**src/rtl/core_aux_cfg_pkg.sv**
```systemverilog
package core_aux_cfg_pkg;
  localparam int unsigned REG_W = 32;
  localparam int unsigned L2_POS = 1;
  // bits a secure privileged write may change (bit 1 is banked separately)
  localparam logic [REG_W-1:0] SHARED_MASK = 32'h0000_FFF9;

  typedef struct packed {
    logic rdEn;      // legal read this cycle
    logic wrShared;  // secure write of shared bits
    logic wrL2Sec;   // write of secure L2 copy
    logic wrL2Ns;    // write of nonsecure L2 copy
    logic rdSecure;  // which L2 copy a read returns
  } acc_strobe_t;
endpackage

```
**src/rtl/core_aux_cfg_ctrl.sv**
```systemverilog
module core_aux_cfg_ctrl
  import core_aux_cfg_pkg::*;
(
  input  logic        clk,
  input  logic        rstN,
  input  logic        reqValid,
  input  logic        reqWrite,
  input  logic        reqSecure,
  input  logic        reqPriv,
  output acc_strobe_t strobe,
  output logic        rspValid,
  output logic        rspUndef
);
  logic legal;

  always_comb begin
    legal           = reqValid && reqPriv;
    strobe.rdEn     = legal && !reqWrite;
    strobe.wrShared = legal && reqWrite && reqSecure;
    strobe.wrL2Sec  = legal && reqWrite && reqSecure;
    strobe.wrL2Ns   = legal && reqWrite && !reqSecure;
    strobe.rdSecure = reqSecure;
  end

  always_ff @(posedge clk) begin
    if (!rstN) begin
      rspValid <= 1'b0;
      rspUndef <= 1'b0;
    end else begin
      rspValid <= reqValid;
      rspUndef <= reqValid && !reqPriv;
    end
  end

  AST_UNDEF_WITH_RSP: assert property (@(posedge clk) disable iff (!rstN)
    rspUndef |-> rspValid);
endmodule

```
**src/rtl/core_aux_cfg_dp.sv**
```systemverilog
module core_aux_cfg_dp
  import core_aux_cfg_pkg::*;
#(
  parameter logic [REG_W-1:0] WR_MASK = SHARED_MASK
) (
  input  logic             clk,
  input  logic             rstN,
  input  acc_strobe_t      strobe,
  input  logic [REG_W-1:0] wdata,
  input  logic             coreSecure,
  output logic [REG_W-1:0] ctlBits,
  output logic             l2Sel,
  output logic [REG_W-1:0] rdata
);
  logic l2Sec, l2Ns;
  logic [REG_W-1:0] readView;

  always_comb begin
    readView         = ctlBits & WR_MASK;
    readView[L2_POS] = strobe.rdSecure ? l2Sec : l2Ns;
    l2Sel            = coreSecure ? l2Sec : l2Ns;
  end

  always_ff @(posedge clk) begin
    if (!rstN) begin
      ctlBits <= '0;
      l2Sec   <= 1'b0;
      l2Ns    <= 1'b0;
      rdata   <= '0;
    end else begin
      if (strobe.wrShared) ctlBits <= wdata & WR_MASK;
      if (strobe.wrL2Sec)  l2Sec   <= wdata[L2_POS];
      if (strobe.wrL2Ns)   l2Ns    <= wdata[L2_POS];
      rdata <= strobe.rdEn ? readView : '0;
    end
  end

  AST_NS_SPARES_SEC_L2: assert property (@(posedge clk) disable iff (!rstN)
    strobe.wrL2Ns |=> $stable(l2Sec));
  AST_SEC_SPARES_NS_L2: assert property (@(posedge clk) disable iff (!rstN)
    strobe.wrL2Sec |=> $stable(l2Ns));
endmodule

```
**src/rtl/core_aux_cfg.sv**
```systemverilog
module core_aux_cfg
  import core_aux_cfg_pkg::*;
(
  input  logic        clk,
  input  logic        rstN,
  input  logic        reqValid,
  input  logic        reqWrite,
  input  logic        reqSecure,
  input  logic        reqPriv,
  input  logic [31:0] reqWdata,
  input  logic        coreSecure,
  output logic        rspValid,
  output logic        rspUndef,
  output logic [31:0] rspRdata,
  output logic        forceTraceClk,
  output logic        forceVecClk,
  output logic        forceMainClk,
  output logic        vecSingleIssue,
  output logic        lsSingleIssue,
  output logic        allSingleIssue,
  output logic        prefetchNop,
  output logic        wfiNop,
  output logic        noBranchSizeMispred,
  output logic        btbInvEnable,
  output logic        vecL1Cache,
  output logic        specAccessEn,
  output logic        l1ParityEn,
  output logic        l2CacheEn,
  output logic        aliasCheckDis
);
  acc_strobe_t      strobe;
  logic [REG_W-1:0] ctlBits;

  core_aux_cfg_ctrl uCtrl (
    .clk(clk), .rstN(rstN), .reqValid(reqValid), .reqWrite(reqWrite),
    .reqSecure(reqSecure), .reqPriv(reqPriv), .strobe(strobe),
    .rspValid(rspValid), .rspUndef(rspUndef)
  );

  core_aux_cfg_dp #(.WR_MASK(SHARED_MASK)) uDp (
    .clk(clk), .rstN(rstN), .strobe(strobe), .wdata(reqWdata),
    .coreSecure(coreSecure), .ctlBits(ctlBits), .l2Sel(l2CacheEn),
    .rdata(rspRdata)
  );

  assign forceTraceClk       = ctlBits[15];
  assign forceVecClk         = ctlBits[14];
  assign forceMainClk        = ctlBits[13];
  assign vecSingleIssue      = ctlBits[12];
  assign lsSingleIssue       = ctlBits[11];
  assign allSingleIssue      = ctlBits[10];
  assign prefetchNop         = ctlBits[9];
  assign wfiNop              = ctlBits[8];
  assign noBranchSizeMispred = ctlBits[7];
  assign btbInvEnable        = ctlBits[6];
  assign vecL1Cache          = ctlBits[5];
  assign specAccessEn        = ctlBits[4];
  assign l1ParityEn          = ctlBits[3];
  assign aliasCheckDis       = ctlBits[0];

  AST_USER_LEAVES_STATE: assert property (@(posedge clk) disable iff (!rstN)
    (reqValid && !reqPriv) |=> $stable(ctlBits));
  AST_UNDEF_NO_DATA: assert property (@(posedge clk) disable iff (!rstN)
    rspUndef |-> (rspRdata == '0));
  AST_NS_KEEPS_SHARED: assert property (@(posedge clk) disable iff (!rstN)
    (reqValid && reqPriv && reqWrite && !reqSecure) |=> $stable(ctlBits));
endmodule

```
**config.mk**
```make
export PLATFORM = sky130hd
export DESIGN_NAME = core_aux_cfg
export DESIGN_NICKNAME = d
export VERILOG_FILES = /design/src/rtl/core_aux_cfg_pkg.sv /design/src/rtl/core_aux_cfg_ctrl.sv /design/src/rtl/core_aux_cfg_dp.sv /design/src/rtl/core_aux_cfg.sv
export SDC_FILE = /design/constraint.sdc
export NUM_CORES = 1
export LEC_CHECK = 0
export BUFFER_PORTS_ARGS = -buffer_cell sky130_fd_sc_hd__buf_2
export CORE_ASPECT_RATIO = 0.75
export CORE_MARGIN = 4
export CORE_UTILIZATION = 30
export DETAILED_ROUTE_END_ITERATION = 6
export GPL_TIMING_DRIVEN = 0
export HOLD_SLACK_MARGIN = 0.08
export PLACE_DENSITY = 0.6
export SYNTH_ARGS = -nofsm -noshare
export SYNTH_HDL_FRONTEND = slang
export SYNTH_SLANG_ARGS = --single-unit
```
**constraint.sdc**
```tcl
create_clock -name clk -period 0.8 [get_ports clk]
set_input_delay 0.08 -clock clk [delete_from_list [all_inputs] [get_ports clk]]
set_output_delay 0.08 -clock clk [all_outputs]
set_load 0.01 [all_outputs]
```
==> flow_summary.html, run 1 <==
<table>
<tr><th>Metric</th><th>Value</th></tr>
<tr><th colspan="2">Outcome</th></tr>
<tr><td>Status</td><td>finished, violations left</td></tr>
<tr><td>Failing checks</td><td>negative setup slack</td></tr>
<tr><th colspan="2">STA</th></tr>
<tr><td>Clock tree skew after final layout</td><td>0.00233 ns</td></tr>
<tr><td>Period utilisation layout</td><td>1.33</td></tr>
<tr><td>Total negative setup slack</td><td>-0.277 ns</td></tr>
<tr><td>Final hold violations</td><td>0</td></tr>
<tr><td>Worst setup margin</td><td>-0.267 ns</td></tr>
<tr><td>Number of setup violations in the final report</td><td>5</td></tr>
<tr><td>Fmax</td><td>937 MHz</td></tr>
<tr><td>Time the worst path needs with I/O delays and setup</td><td>1.07 ns</td></tr>
<tr><td>RSZ-0062 raised after global routing</td><td>yes</td></tr>
<tr><td>Final number of max-transition violations</td><td>0</td></tr>
<tr><th colspan="2">CTS</th></tr>
<tr><td>Longest Clk Path Bufs</td><td>2</td></tr>
<tr><td>Count of H-tree levels built during CTS</td><td>2</td></tr>
<tr><td>Cell at the root of the clock tree</td><td>sky130_fd_sc_hd__clkbuf_8</td></tr>
<tr><td>Number of clock sinks</td><td>33</td></tr>
<tr><td>CTS tree</td><td>yes</td></tr>
<tr><td>Post-CTS clock slew at the launch and capture registers of the worst setup and hold paths</td><td>about 0.060 ns</td></tr>
<tr><td>Clock latency reported for the late side of the worst-skew pair</td><td>0.28 ns</td></tr>
<tr><td>Number of buffers created by CTS</td><td>5</td></tr>
<tr><th colspan="2">Worst setup path</th></tr>
<tr><td>Setup Crit Path Kind</td><td>flip-flop to output pin</td></tr>
<tr><td>Critical-path cell list</td><td>mux2_2 -&gt; buf_6</td></tr>
<tr><td>Arrival @ worst endpoint</td><td>0.99 ns</td></tr>
<tr><td>CP max stage cell</td><td>sky130_fd_sc_hd__dfxtp_2</td></tr>
<tr><td>Family of cells with the greatest summed delay on the critical path</td><td>flip-flops</td></tr>
<tr><td>Worst Setup End Kind</td><td>output pin</td></tr>
<tr><td>Req. time, crit path</td><td>approximately 0.7 ns</td></tr>
<tr><td>Stage delay of the slowest cell on the critical path</td><td>0.32 ns</td></tr>
<tr><td>CP startpoint kind</td><td>flip-flop</td></tr>
<tr><td>Critical path buffers and inverters</td><td>1</td></tr>
<tr><td>Maximum fanout count along the critical path</td><td>3</td></tr>
<tr><th colspan="2">Route</th></tr>
<tr><td>Remaining antenna violation count after routing</td><td>0</td></tr>
<tr><td>Via count normalized by instance count</td><td>3.91</td></tr>
<tr><td>Initial detailed-routing violation count</td><td>18</td></tr>
<tr><td>Total via count in the routed design</td><td>1114</td></tr>
<tr><td>DRC violations left</td><td>0</td></tr>
<tr><td>Number of detailed-routing iterations run before antenna repair</td><td>2</td></tr>
<tr><td>Final wirelength</td><td>3140 um</td></tr>
<tr><td>Routed length per instance</td><td>11.0 um</td></tr>
<tr><th colspan="2">Min path</th></tr>
<tr><td>Path type of the worst min-delay path</td><td>input pin to flip-flop</td></tr>
<tr><th colspan="2">Place</th></tr>
<tr><td>Number of port buffers</td><td>between 50 and 60</td></tr>
<tr><td>DP Wirelength</td><td>2200 um</td></tr>
<tr><td>Dpl cell area</td><td>1670 um^2</td></tr>
<tr><td>Routability congestion estimate from global placement</td><td>0.714</td></tr>
<tr><th colspan="2">Floorplan</th></tr>
<tr><td>Width of the die</td><td>about 83 um</td></tr>
<tr><td>IO Count</td><td>88</td></tr>
<tr><td>Area enclosed by the die boundary</td><td>~5400 um^2</td></tr>
<tr><td>Core Box Area</td><td>4080 um^2</td></tr>
<tr><td>Number of core rows</td><td>20</td></tr>
<tr><td>Die height</td><td>about 65 um</td></tr>
<tr><td>Starting density of the core</td><td>0.313</td></tr>
<tr><th colspan="2">Synth</th></tr>
<tr><td>Area share of the largest cell type after synthesis</td><td>0.517</td></tr>
<tr><td>Number of synthesized register bits</td><td>33</td></tr>
<tr><td>Warnings from Yosys</td><td>0</td></tr>
<tr><td>Post-Syn Area</td><td>1280 um^2</td></tr>
<tr><td>Library cell with the largest summed area after synthesis</td><td>sky130_fd_sc_hd__dfxtp_1</td></tr>
<tr><td>Proportion of synthesized chip area in sequential cells</td><td>0.517</td></tr>
<tr><td>Number of instances in the synthesized netlist</td><td>126</td></tr>
<tr><td>Number of different library cells in the post-synthesis netlist</td><td>16</td></tr>
<tr><td>Syn avg cell area</td><td>between 10 and 15 um^2</td></tr>
<tr><td>Cell types occupying the most area after synthesis</td><td>sky130_fd_sc_hd__dfxtp_1 52%, sky130_fd_sc_hd__mux2i_1 13%, sky130_fd_sc_hd__buf_4 10%, sky130_fd_sc_hd__nand2_1 9.1%, sky130_fd_sc_hd__and2_1 7.3%</td></tr>
<tr><th colspan="2">Global routing</th></tr>
<tr><td>Overflow left after global routing</td><td>0</td></tr>
<tr><td>Antenna violations before repair</td><td>0</td></tr>
<tr><td>Maximum number of pins on one net before global-route repair</td><td>11</td></tr>
<tr><td>Total routing resource utilization after global routing</td><td>0.124</td></tr>
<tr><td>Global-route wire length before repair</td><td>approximately 5200 um</td></tr>
<tr><td>Number of global-route vias before repair</td><td>1191</td></tr>
<tr><th colspan="2">Finish</th></tr>
<tr><td>Cell area after layout</td><td>2150 um^2</td></tr>
<tr><td>Antenna diode count</td><td>0</td></tr>
<tr><td>Share of cells above drive strength 1</td><td>0.509</td></tr>
<tr><td>Area Overhead vs Synth</td><td>68.7%</td></tr>
<tr><td>NumNets Final</td><td>270</td></tr>
<tr><th colspan="2">Pwr</th></tr>
<tr><td>Power per unit of standard cell area</td><td>between 1000 and 1500 nW/um^2</td></tr>
<tr><td>Worst ir drop on vdd</td><td>0.000670 V</td></tr>
<tr><td>Leak Pwr</td><td>1.07 nW</td></tr>
<tr><th colspan="2">Job</th></tr>
<tr><td>Max-cap viol count</td><td>0</td></tr>
</table>
-- registers in the layout, indices dropped and copies added (netlist names) --
name,count
uDp.l2Ns,1
uDp.rdata,15
uDp.ctlBits,14
uCtrl.rspValid,1
uCtrl.rspUndef,1
uDp.l2Sec,1
-- cell usage in the layout (no fill, tap or decap) --
master                          count
sky130_fd_sc_hd__and4b_1            1
sky130_fd_sc_hd__clkinv_2           1
sky130_fd_sc_hd__nor2b_1            1
sky130_fd_sc_hd__and2b_1            1
sky130_fd_sc_hd__dlygate4sd3_1     16
sky130_fd_sc_hd__and2_1            15
sky130_fd_sc_hd__dfxtp_1           12
sky130_fd_sc_hd__clkbuf_1           1
sky130_fd_sc_hd__nand2_1           31
sky130_fd_sc_hd__and4_4             1
sky130_fd_sc_hd__nand4b_1           1
sky130_fd_sc_hd__buf_2             36
sky130_fd_sc_hd__mux2_2             1
sky130_fd_sc_hd__conb_1            17
sky130_fd_sc_hd__buf_4             30
sky130_fd_sc_hd__dfxtp_2           21
sky130_fd_sc_hd__buf_6             21
sky130_fd_sc_hd__mux2i_1           17
sky130_fd_sc_hd__buf_12             1
sky130_fd_sc_hd__clkbuf_8           5
-- through the flow --
step                setup WS (ns)  hold WS [ns]   util  std cells  power [W]
global placement           -0.224         0.333  0.410        250    0.00202
floorplan                  0.0272         0.218      -        142    0.00191
detailed placement         -0.225         0.336  0.410        250    0.00202
CTS                        -0.283        0.0958  0.519        284    0.00327
global route               -0.304         0.123  0.528        285    0.00339
finish                     -0.267         0.106  0.528        285    0.00322
-- area by class of cell --
type / count / area [um^2]
Clock buffer: 5 / 68.8
Fill cell: 391 / 1920
Buffer: 23 / 178
Clock inverter: 1 / 5.00
Tap cell: 55 / 68.8
Sequential cell: 33 / 687
Multi-Input combinational cell: 86 / 499
Timing Repair Buffer: 82 / 648
-- kinds of logic after synthesis --
| group | Yosys count | share of synthesized area |
|---|---|---|
| multiplexers | 18 | 0.142 |
| flip-flops | 33 | 0.517 |
| AND/OR/NAND/NOR | 51 | 0.199 |
| other | 1 | 0.00294 |
| buffers and inverters | 23 | 0.139 |
-- power by group --
| part | internal, W | switching, W | total [W] |
|---|---|---|---|
| combinational | 0.000240 | 0.000168 | 0.000408 |
| sequential | 0.00167 | 0.0000149 | 0.00169 |
| clock | 0.000571 | 0.000560 | 0.00113 |
-- synthesized netlist by cell type, drive strengths merged --
| cell type | count |
|---|---|
| and4b | 1 |
| and4 | 1 |
| conb | 1 |
| and2b | 1 |
| nor2b | 1 |
| and2 | 15 |
| nand2 | 31 |
| dfxtp | 33 |
| buf | 22 |
| mux2 | 1 |
| clkbuf | 1 |
| mux2i | 17 |
| nand4b | 1 |
-- metal layers --
layer  wire [um]  up-vias  track usage
met5           0        -            0
met4          32        0       0.0735
met3         215        3       0.0407
met2        1510       45        0.211
met1        1380      495        0.136
li1            -      571            -
-- path summary, 6_finish.rpt --
check / startpoint / cells past startpoint / slack (ns) / endpoint
setup reg to reg: uDp.ctlBits[9]$_SDFFE_PN0P_ / 3 / 0.09 / uDp.ctlBits[9]$_SDFFE_PN0P_
hold reg to reg: uDp.l2Sec$_SDFFE_PN0P_ / 2 / 0.47 / uDp.l2Sec$_SDFFE_PN0P_
setup / recovery: uDp.l2Sec$_SDFFE_PN0P_ / 2 / -0.27 / l2CacheEn
hold / removal: reqSecure / 3 / 0.11 / uDp.rdata[1]$_SDFF_PN0_
-- what timing repair did --
action	4_1_cts	5_1_grt
hold buffers	16	0
pin swaps	0	0
resized for setup	32	9
buffers inserted	12	1
hold endpoints to repair	17	0
endpoints found under the setup margin	22	32
-- tightest hold or removal path, delay by kind of cell --
family | cells | cell delay (ns)
buffers and inverters | 1 | 0.11
and+or+nand+nor | 1 | 0.09
muxes | 1 | 0.07
Power figures use the tool's default switching activity.
==> inputs of run 2 (changes only) <==
--- a/config.mk
+++ b/config.mk
@@ -12,7 +12,8 @@
 export DETAILED_ROUTE_END_ITERATION = 6
 export GPL_TIMING_DRIVEN = 0
 export HOLD_SLACK_MARGIN = 0.08
-export PLACE_DENSITY = 0.6
+export PLACE_DENSITY = 0.57
 export SYNTH_ARGS = -nofsm -noshare
 export SYNTH_HDL_FRONTEND = slang
+export SYNTH_HIERARCHICAL = 1
 export SYNTH_SLANG_ARGS = --single-unit
==> flow_summary.html, run 2 <==
<table>
<tr><th>Metric</th><th>Value</th></tr>
<tr><th colspan="2">CTS</th></tr>
<tr><td>Number of buffers created by CTS</td><td>5</td></tr>
<tr><td>CTS tree</td><td>yes</td></tr>
<tr><td>Number of clock sinks</td><td>33</td></tr>
<tr><td>Cell at the root of the clock tree</td><td>sky130_fd_sc_hd__clkbuf_8</td></tr>
<tr><td>Longest Clk Path Bufs</td><td>2</td></tr>
<tr><td>Count of H-tree levels built during CTS</td><td>2</td></tr>
<tr><td>Post-CTS clock slew at the launch and capture registers of the worst setup and hold paths</td><td>0.07 ns</td></tr>
<tr><td>Clock latency reported for the late side of the worst-skew pair</td><td>0.28 ns</td></tr>
<tr><th colspan="2">STA</th></tr>
<tr><td>Time the worst path needs with I/O delays and setup</td><td>1.07 ns</td></tr>
<tr><td>Worst setup margin</td><td>-0.266 ns</td></tr>
<tr><td>Period utilisation layout</td><td>1.33</td></tr>
<tr><td>Fmax</td><td>938 MHz</td></tr>
<tr><td>Clock tree skew after final layout</td><td>0.00390 ns</td></tr>
<tr><td>Number of setup violations in the final report</td><td>13</td></tr>
<tr><td>Final hold violations</td><td>0</td></tr>
<tr><td>Final number of max-transition violations</td><td>0</td></tr>
<tr><td>RSZ-0062 raised after global routing</td><td>yes</td></tr>
<tr><th colspan="2">Place</th></tr>
<tr><td>Routability congestion estimate from global placement</td><td>approximately 0.7</td></tr>
<tr><td>Worst slack after detailed placement</td><td>-0.420 ns</td></tr>
<tr><td>DP Wirelength</td><td>2170 um</td></tr>
<tr><td>Dpl cell area</td><td>1780 um^2</td></tr>
<tr><td>Number of port buffers</td><td>between 50 and 60</td></tr>
<tr><th colspan="2">Route</th></tr>
<tr><td>Final wirelength</td><td>3480 um</td></tr>
<tr><td>Remaining antenna violation count after routing</td><td>0</td></tr>
<tr><td>DRC violations left</td><td>0</td></tr>
<tr><td>Routed length per instance</td><td>12.3 um</td></tr>
<tr><td>Initial detailed-routing violation count</td><td>16</td></tr>
<tr><td>Total via count in the routed design</td><td>about 1100</td></tr>
<tr><td>Number of detailed-routing iterations run before antenna repair</td><td>6</td></tr>
<tr><td>Via count normalized by instance count</td><td>3.91</td></tr>
<tr><th colspan="2">Synth</th></tr>
<tr><td>Syn avg cell area</td><td>10.8 um^2</td></tr>
<tr><td>Number of instances in the synthesized netlist</td><td>around 130</td></tr>
<tr><td>Post-Syn Area</td><td>1380 um^2</td></tr>
<tr><td>Warnings from Yosys</td><td>6</td></tr>
<tr><th colspan="2">Worst setup path</th></tr>
<tr><td>Arrival @ worst endpoint</td><td>0.99 ns</td></tr>
<tr><td>Stage delay of the slowest cell on the critical path</td><td>0.32 ns</td></tr>
<tr><td>Worst Setup End Kind</td><td>output pin</td></tr>
<tr><td>CP max stage cell</td><td>sky130_fd_sc_hd__dfxtp_2</td></tr>
<tr><td>Family of cells with the greatest summed delay on the critical path</td><td>flip-flops</td></tr>
<tr><td>Critical-path cell list</td><td>mux2_4 -&gt; buf_6</td></tr>
<tr><td>WP depth</td><td>2</td></tr>
<tr><td>Setup Crit Path Kind</td><td>flip-flop to output pin</td></tr>
<tr><td>Maximum fanout count along the critical path</td><td>2</td></tr>
<tr><td>Worst reg2reg path startpoint</td><td>uDp/l2Ns$_SDFFE_PN0P_</td></tr>
<tr><td>Start point of the critical path</td><td>uDp/l2Ns$_SDFFE_PN0P_</td></tr>
<tr><td>Critical path buffers and inverters</td><td>1</td></tr>
<tr><td>Register-to-Register Path Depth</td><td>3</td></tr>
<tr><td>CP startpoint kind</td><td>flip-flop</td></tr>
<tr><td>Req. time, crit path</td><td>approximately 0.72 ns</td></tr>
<tr><th colspan="2">Floorplan</th></tr>
<tr><td>Die height</td><td>66.8 um</td></tr>
<tr><td>Width of the die</td><td>86.4 um</td></tr>
<tr><td>IO Count</td><td>88</td></tr>
<tr><td>Area enclosed by the die boundary</td><td>between 5000 and 6000 um^2</td></tr>
<tr><td>Number of core rows</td><td>21</td></tr>
<tr><td>Starting density of the core</td><td>0.309</td></tr>
<tr><td>Core Box Area</td><td>4470 um^2</td></tr>
<tr><th colspan="2">Finish</th></tr>
<tr><td>Sequential cell area</td><td>693 um^2</td></tr>
<tr><td>Filler Cells Inserted</td><td>407</td></tr>
<tr><td>Share of cells above drive strength 1</td><td>0.593</td></tr>
<tr><td>Area of the multi-input gates</td><td>505 um^2</td></tr>
<tr><td>Area Overhead vs Synth</td><td>72.3%</td></tr>
<tr><td>Most common library cell in the layout ignoring fill and taps</td><td>sky130_fd_sc_hd__buf_4</td></tr>
<tr><td>Biggest register</td><td>uDp/rdata</td></tr>
<tr><td>Top Registers</td><td>uDp/rdata x15, uDp/ctlBits x14</td></tr>
<tr><td>NumNets Final</td><td>264</td></tr>
<tr><td>Commonest cells after routing, fill and taps aside</td><td>35 x sky130_fd_sc_hd__buf_4, 31 x sky130_fd_sc_hd__buf_6, 26 x sky130_fd_sc_hd__dfxtp_2, 24 x sky130_fd_sc_hd__buf_2, 17 x sky130_fd_sc_hd__conb_1</td></tr>
<tr><td>Antenna diode count</td><td>0</td></tr>
<tr><td>Cell area after layout</td><td>2380 um^2</td></tr>
<tr><td>Number of flip-flops in the largest register</td><td>15</td></tr>
<tr><th colspan="2">Global routing</th></tr>
<tr><td>Antenna violations before repair</td><td>0</td></tr>
<tr><td>Number of global-route vias before repair</td><td>1133</td></tr>
<tr><td>Global-route wire length before repair</td><td>5060 um</td></tr>
<tr><td>Total routing resource utilization after global routing</td><td>0.119</td></tr>
<tr><td>Maximum number of pins on one net before global-route repair</td><td>12</td></tr>
<tr><td>Overflow left after global routing</td><td>0</td></tr>
<tr><th colspan="2">Pwr</th></tr>
<tr><td>Power per unit of standard cell area</td><td>1680 nW/um^2</td></tr>
<tr><td>Total power</td><td>between 0.003 and 0.004 W</td></tr>
<tr><td>Leak Pwr</td><td>1.16 nW</td></tr>
<tr><td>Worst ir drop on vdd</td><td>0.000707 V</td></tr>
<tr><th colspan="2">Min path</th></tr>
<tr><td>Min-Delay Path Depth</td><td>2</td></tr>
<tr><td>Path type of the worst min-delay path</td><td>input pin to flip-flop</td></tr>
<tr><td>Launch instance of the worst min-delay path</td><td>rstN</td></tr>
<tr><th colspan="2">Outcome</th></tr>
<tr><td>Failing checks</td><td>negative setup slack</td></tr>
<tr><td>Status</td><td>finished, violations left</td></tr>
<tr><th colspan="2">Job</th></tr>
<tr><td>Max-cap viol count</td><td>0</td></tr>
</table>
-- run 2: what timing repair did --
action                                  in CTS  in global routing
gates cloned                                 1                  0
setup buffers                               16                  4
gates resized for setup                     51                 15
pin swaps                                    1                  1
hold buffers                                15                  1
endpoints found under the hold margin       17                  1
endpoints found under the setup margin      45                 38
-- run 2: final timing paths --
check                                                  to  slack, ns
worst max-delay path                            l2CacheEn      -0.27
worst min-delay path            uCtrl/rspValid$_SDFF_PN0_       0.09
worst max register to register      uDp/l2Ns$_SDFFE_PN0P_       0.01
worst min register to register    uDp/rdata[4]$_SDFF_PN0_       0.50
-- run 2: area by class of cell --
class,count,area share
Clock buffer,5,0.0289
Clock inverter,3,0.0273
Tap cell,57,0.0300
Sequential cell,33,0.291
Buffer,23,0.0683
Multi-Input combinational cell,72,0.212
Timing Repair Buffer,90,0.342
-- run 2: layer usage --
| metal | track usage | vias to the layer above | part of all wire |
|---|---|---|---|
| li1 | - | 566 | - |
| met1 | 0.142 | 484 | 0.44 |
| met2 | 0.202 | 49 | 0.48 |
| met3 | 0.0346 | 7 | 0.062 |
| met4 | 0.0467 | 0 | 0.016 |
| met5 | 0 | - | 0 |
-- run 2: through the flow --
stage          TNS (ns)   util  instances  hold WS [ns]
2_1_floorplan     -2.00      -        144         0.216
3_3_place_gp      -8.11  0.398        254         0.342
3_5_place_dp      -8.14  0.398        254         0.345
4_1_cts          -0.793  0.518        281        0.0808
5_1_grt           -1.31  0.533        283        0.0943
6_report         -0.467  0.533        283        0.0914
-- run 2: where the power goes --
group | total, W | leakage (nW) | switching [W] | internal (W)
Combinational | 0.000458 | 0.817 | 0.000175 | 0.000284
Clock | 0.00185 | 0.0681 | 0.000611 | 0.00124
Sequential | 0.00168 | 0.280 | 0.0000147 | 0.00167
-- run 2: worst reg2reg max path, cell delays in order (launching register included) --
cell and delay [ns]:
sky130_fd_sc_hd__dfxtp_2 0.32, sky130_fd_sc_hd__buf_4 0.13, sky130_fd_sc_hd__mux2i_1 0.17, sky130_fd_sc_hd__nor2b_1 0.06
==> inputs of run 3 (changes only) <==
--- a/config.mk
+++ b/config.mk
@@ -9,10 +9,11 @@
 export CORE_ASPECT_RATIO = 0.75
 export CORE_MARGIN = 4
 export CORE_UTILIZATION = 30
+export CTS_BUF_LIST = sky130_fd_sc_hd__clkbuf_16
 export DETAILED_ROUTE_END_ITERATION = 6
 export GPL_TIMING_DRIVEN = 0
 export HOLD_SLACK_MARGIN = 0.08
-export PLACE_DENSITY = 0.57
+export PLACE_DENSITY = 0.55
 export SYNTH_ARGS = -nofsm -noshare
 export SYNTH_HDL_FRONTEND = slang
 export SYNTH_HIERARCHICAL = 1
==> constraint.sdc (replaced) <==
create_clock -name clk -period 1.35 [get_ports clk]
set_input_delay 0.135 -clock clk [delete_from_list [all_inputs] [get_ports clk]]
set_output_delay 0.135 -clock clk [all_outputs]
set_load 0.01 [all_outputs]
==> flow_summary.html, run 3 (synthesis results as in run 2) <==
<table>
<tr><th>Metric</th><th>Value</th></tr>
<tr><th colspan="2">Worst setup path</th></tr>
<tr><td>Worst Setup End Kind</td><td>output pin</td></tr>
<tr><td>Maximum fanout count along the critical path</td><td>3</td></tr>
<tr><td>CP max stage cell</td><td>sky130_fd_sc_hd__dfxtp_1</td></tr>
<tr><td>Stage delay of the slowest cell on the critical path</td><td>0.31 ns</td></tr>
<tr><td>Worst setup slack for register-to-register paths</td><td>0.73 ns</td></tr>
<tr><td>Start point of the critical path</td><td>uDp/l2Sec$_SDFFE_PN0P_</td></tr>
<tr><td>Worst reg2reg path startpoint</td><td>uDp/ctlBits[7]$_SDFFE_PN0P_</td></tr>
<tr><td>Req. time, crit path</td><td>around 1.2 ns</td></tr>
<tr><td>Critical-path cell list</td><td>mux2_2 -&gt; buf_2</td></tr>
<tr><td>CP startpoint kind</td><td>flip-flop</td></tr>
<tr><td>Setup Crit Path Kind</td><td>flip-flop to output pin</td></tr>
<tr><td>Arrival @ worst endpoint</td><td>between 0.9 and 1 ns</td></tr>
<tr><th colspan="2">STA</th></tr>
<tr><td>Time the worst path needs with I/O delays and setup</td><td>approximately 1.1 ns</td></tr>
<tr><td>Total negative setup slack</td><td>0 ns</td></tr>
<tr><td>Period utilisation layout</td><td>0.821</td></tr>
<tr><td>Final hold violations</td><td>0</td></tr>
<tr><td>Number of setup violations in the final report</td><td>0</td></tr>
<tr><td>Clock tree skew after final layout</td><td>about 0.0021 ns</td></tr>
<tr><td>Fmax</td><td>902 MHz</td></tr>
<tr><td>Final number of max-transition violations</td><td>0</td></tr>
<tr><td>RSZ-0062 raised after global routing</td><td>no</td></tr>
<tr><th colspan="2">Finish</th></tr>
<tr><td>Share of cells above drive strength 1</td><td>0.488</td></tr>
<tr><td>Filler Cells Inserted</td><td>447</td></tr>
<tr><td>Post-Route Utilization</td><td>0.430</td></tr>
<tr><td>Antenna diode count</td><td>0</td></tr>
<tr><td>Area Overhead vs Synth</td><td>39.0%</td></tr>
<tr><td>Commonest cells after routing, fill and taps aside</td><td>53 x sky130_fd_sc_hd__buf_2, 33 x sky130_fd_sc_hd__buf_4, 33 x sky130_fd_sc_hd__dfxtp_1, 17 x sky130_fd_sc_hd__mux2i_1, 17 x sky130_fd_sc_hd__conb_1</td></tr>
<tr><td>Number of flip-flops in the largest register</td><td>15</td></tr>
<tr><td>Most common library cell in the layout ignoring fill and taps</td><td>sky130_fd_sc_hd__buf_2</td></tr>
<tr><td>NumNets Final</td><td>243</td></tr>
<tr><td>Biggest register</td><td>uDp/rdata</td></tr>
<tr><td>Top Registers</td><td>uDp/rdata x15, uDp/ctlBits x14</td></tr>
<tr><td>Post-route insts no fill</td><td>262</td></tr>
<tr><th colspan="2">Pwr</th></tr>
<tr><td>Worst ir drop on vdd</td><td>0.000579 V</td></tr>
<tr><td>Psw</td><td>between 0.0004 and 0.0005 W</td></tr>
<tr><td>Switch share</td><td>0.217</td></tr>
<tr><td>Power per unit of standard cell area</td><td>1180 nW/um^2</td></tr>
<tr><td>Leak Pwr</td><td>around 1.0 nW</td></tr>
<tr><td>Total power</td><td>0.00226 W</td></tr>
<tr><td>Sequential share of power</td><td>0.441</td></tr>
<tr><td>Share of power burned in the clock network</td><td>0.473</td></tr>
<tr><td>Combinational Power Share</td><td>0.086</td></tr>
<tr><td>Internal power</td><td>0.00177 W</td></tr>
<tr><th colspan="2">Route</th></tr>
<tr><td>DRC violations left</td><td>0</td></tr>
<tr><td>Initial detailed-routing violation count</td><td>12</td></tr>
<tr><td>Routed length per instance</td><td>10.7 um</td></tr>
<tr><td>Remaining antenna violation count after routing</td><td>0</td></tr>
<tr><td>Total via count in the routed design</td><td>~960</td></tr>
<tr><td>Via count normalized by instance count</td><td>3.67</td></tr>
<tr><td>Final wirelength</td><td>between 2000 and 3000 um</td></tr>
<tr><td>Number of detailed-routing iterations run before antenna repair</td><td>5</td></tr>
<tr><th colspan="2">Global routing</th></tr>
<tr><td>Overflow left after global routing</td><td>0</td></tr>
<tr><td>Global-route wire length before repair</td><td>4260 um</td></tr>
<tr><td>Antenna violations before repair</td><td>0</td></tr>
<tr><td>Maximum number of pins on one net before global-route repair</td><td>12</td></tr>
<tr><td>Number of global-route vias before repair</td><td>924</td></tr>
<tr><td>Total routing resource utilization after global routing</td><td>0.100</td></tr>
<tr><th colspan="2">Min path</th></tr>
<tr><td>Path type of the worst min-delay path</td><td>input pin to flip-flop</td></tr>
<tr><td>Launch instance of the worst min-delay path</td><td>reqValid</td></tr>
<tr><th colspan="2">Place</th></tr>
<tr><td>Routability congestion estimate from global placement</td><td>0.703</td></tr>
<tr><td>Number of port buffers</td><td>53</td></tr>
<tr><td>DP Wirelength</td><td>2120 um</td></tr>
<tr><td>Cell count after placement</td><td>254</td></tr>
<tr><th colspan="2">Floorplan</th></tr>
<tr><td>Area enclosed by the die boundary</td><td>5770 um^2</td></tr>
<tr><td>Starting density of the core</td><td>0.309</td></tr>
<tr><td>IO Count</td><td>just under 90</td></tr>
<tr><td>Number of core rows</td><td>21</td></tr>
<tr><td>Width of the die</td><td>86.4 um</td></tr>
<tr><td>Die height</td><td>66.8 um</td></tr>
<tr><td>Core Box Area</td><td>roughly 4500 um^2</td></tr>
<tr><th colspan="2">CTS</th></tr>
<tr><td>Count of H-tree levels built during CTS</td><td>2</td></tr>
<tr><td>Longest Clk Path Bufs</td><td>2</td></tr>
<tr><td>Number of buffers inserted to repair setup after CTS</td><td>0</td></tr>
<tr><td>Post-CTS clock slew at the launch and capture registers of the worst setup and hold paths</td><td>approximately 0.05 ns</td></tr>
<tr><td>Number of buffers added to fix hold violations after cts</td><td>0</td></tr>
<tr><td>Cell at the root of the clock tree</td><td>sky130_fd_sc_hd__clkbuf_16</td></tr>
<tr><td>Number of buffers created by CTS</td><td>5</td></tr>
<tr><td>Number of clock sinks</td><td>33</td></tr>
<tr><td>CTS tree</td><td>yes</td></tr>
<tr><td>Clock latency reported for the late side of the worst-skew pair</td><td>0.27 ns</td></tr>
<tr><td>PostCTS Resize Cnt</td><td>0</td></tr>
<tr><th colspan="2">Outcome</th></tr>
<tr><td>Status</td><td>finished clean</td></tr>
<tr><th colspan="2">Job</th></tr>
<tr><td>Max-cap viol count</td><td>0</td></tr>
</table>
## run 3: cell types whose count changed in the layout (fill, tap and decap cells not counted), moves of 2 or more
| cell | change |
|---|---|
| sky130_fd_sc_hd__dlygate4sd3_1 | -16 |
| sky130_fd_sc_hd__buf_4 | -2 |
| sky130_fd_sc_hd__bufinv_16 | -2 |
| sky130_fd_sc_hd__clkbuf_8 | -5 |
| sky130_fd_sc_hd__buf_2 | +29 |
| sky130_fd_sc_hd__dfxtp_2 | -26 |
| sky130_fd_sc_hd__buf_6 | -30 |
| sky130_fd_sc_hd__clkbuf_16 | +5 |
| sky130_fd_sc_hd__dfxtp_1 | +26 |
## run 3: final timing paths
kind,endpoint,cells after the start
worst min register to register,uDp/rdata[0]$_SDFF_PN0_,1
worst max-delay path,l2CacheEn,2
worst min-delay path,uCtrl/rspValid$_SDFF_PN0_,2
worst max register to register,uDp/ctlBits[7]$_SDFFE_PN0P_,2
## run 3: power groups by stage
| stage | clock network [W] | registers (W) | logic (W) |
|---|---|---|---|
| 2_1_floorplan | 0 | 0.00102 | 0.000130 |
| 6_report | 0.00107 | 0.000996 | 0.000194 |
| 4_1_cts | 0.00110 | 0.000996 | 0.000194 |
| 3_5_place_dp | 0 | 0.00102 | 0.000194 |
| 3_3_place_gp | 0 | 0.00102 | 0.000194 |
| 5_1_grt | 0.00115 | 0.000998 | 0.000214 |
## run 3: layout make-up
| cell class | count | area [um^2] | area share |
|---|---|---|---|
| Sequential cell | 33 | 661 | 0.344 |
| Multi-Input combinational cell | 72 | 487 | 0.253 |
| Buffer | 39 | 294 | 0.153 |
| Timing Repair Buffer | 53 | 265 | 0.138 |
| Clock buffer | 5 | 125 | 0.0651 |
| Tap cell | 57 | 71.3 | 0.0371 |
| Clock inverter | 3 | 17.5 | 0.00912 |
## run 3: worst max-delay path: cells and delay by family, from the launching register on
family / cells / cell delay, ns
buffers and inverters: 1 / 0.14
flip-flops: 1 / 0.31
multiplexers: 1 / 0.25
## run 3: routing by layer
| layer | track usage | share of wire |
|---|---|---|
| met1 | 0.139 | 0.49 |
| met2 | 0.132 | 0.40 |
| met3 | 0.0457 | 0.096 |
| met4 | 0.0409 | 0.017 |
| met5 | 0 | 0 |
## run 3: through the flow
stage          setup slack [ns]  area (um^2)  hold slack, ns
3_5_place_dp             0.0902         1780           0.399
2_1_floorplan             0.315         1440           0.271
6_report                  0.241         1920           0.124
3_3_place_gp              0.105         1780           0.396
4_1_cts                   0.229         1920           0.115
5_1_grt                   0.204         1920           0.129
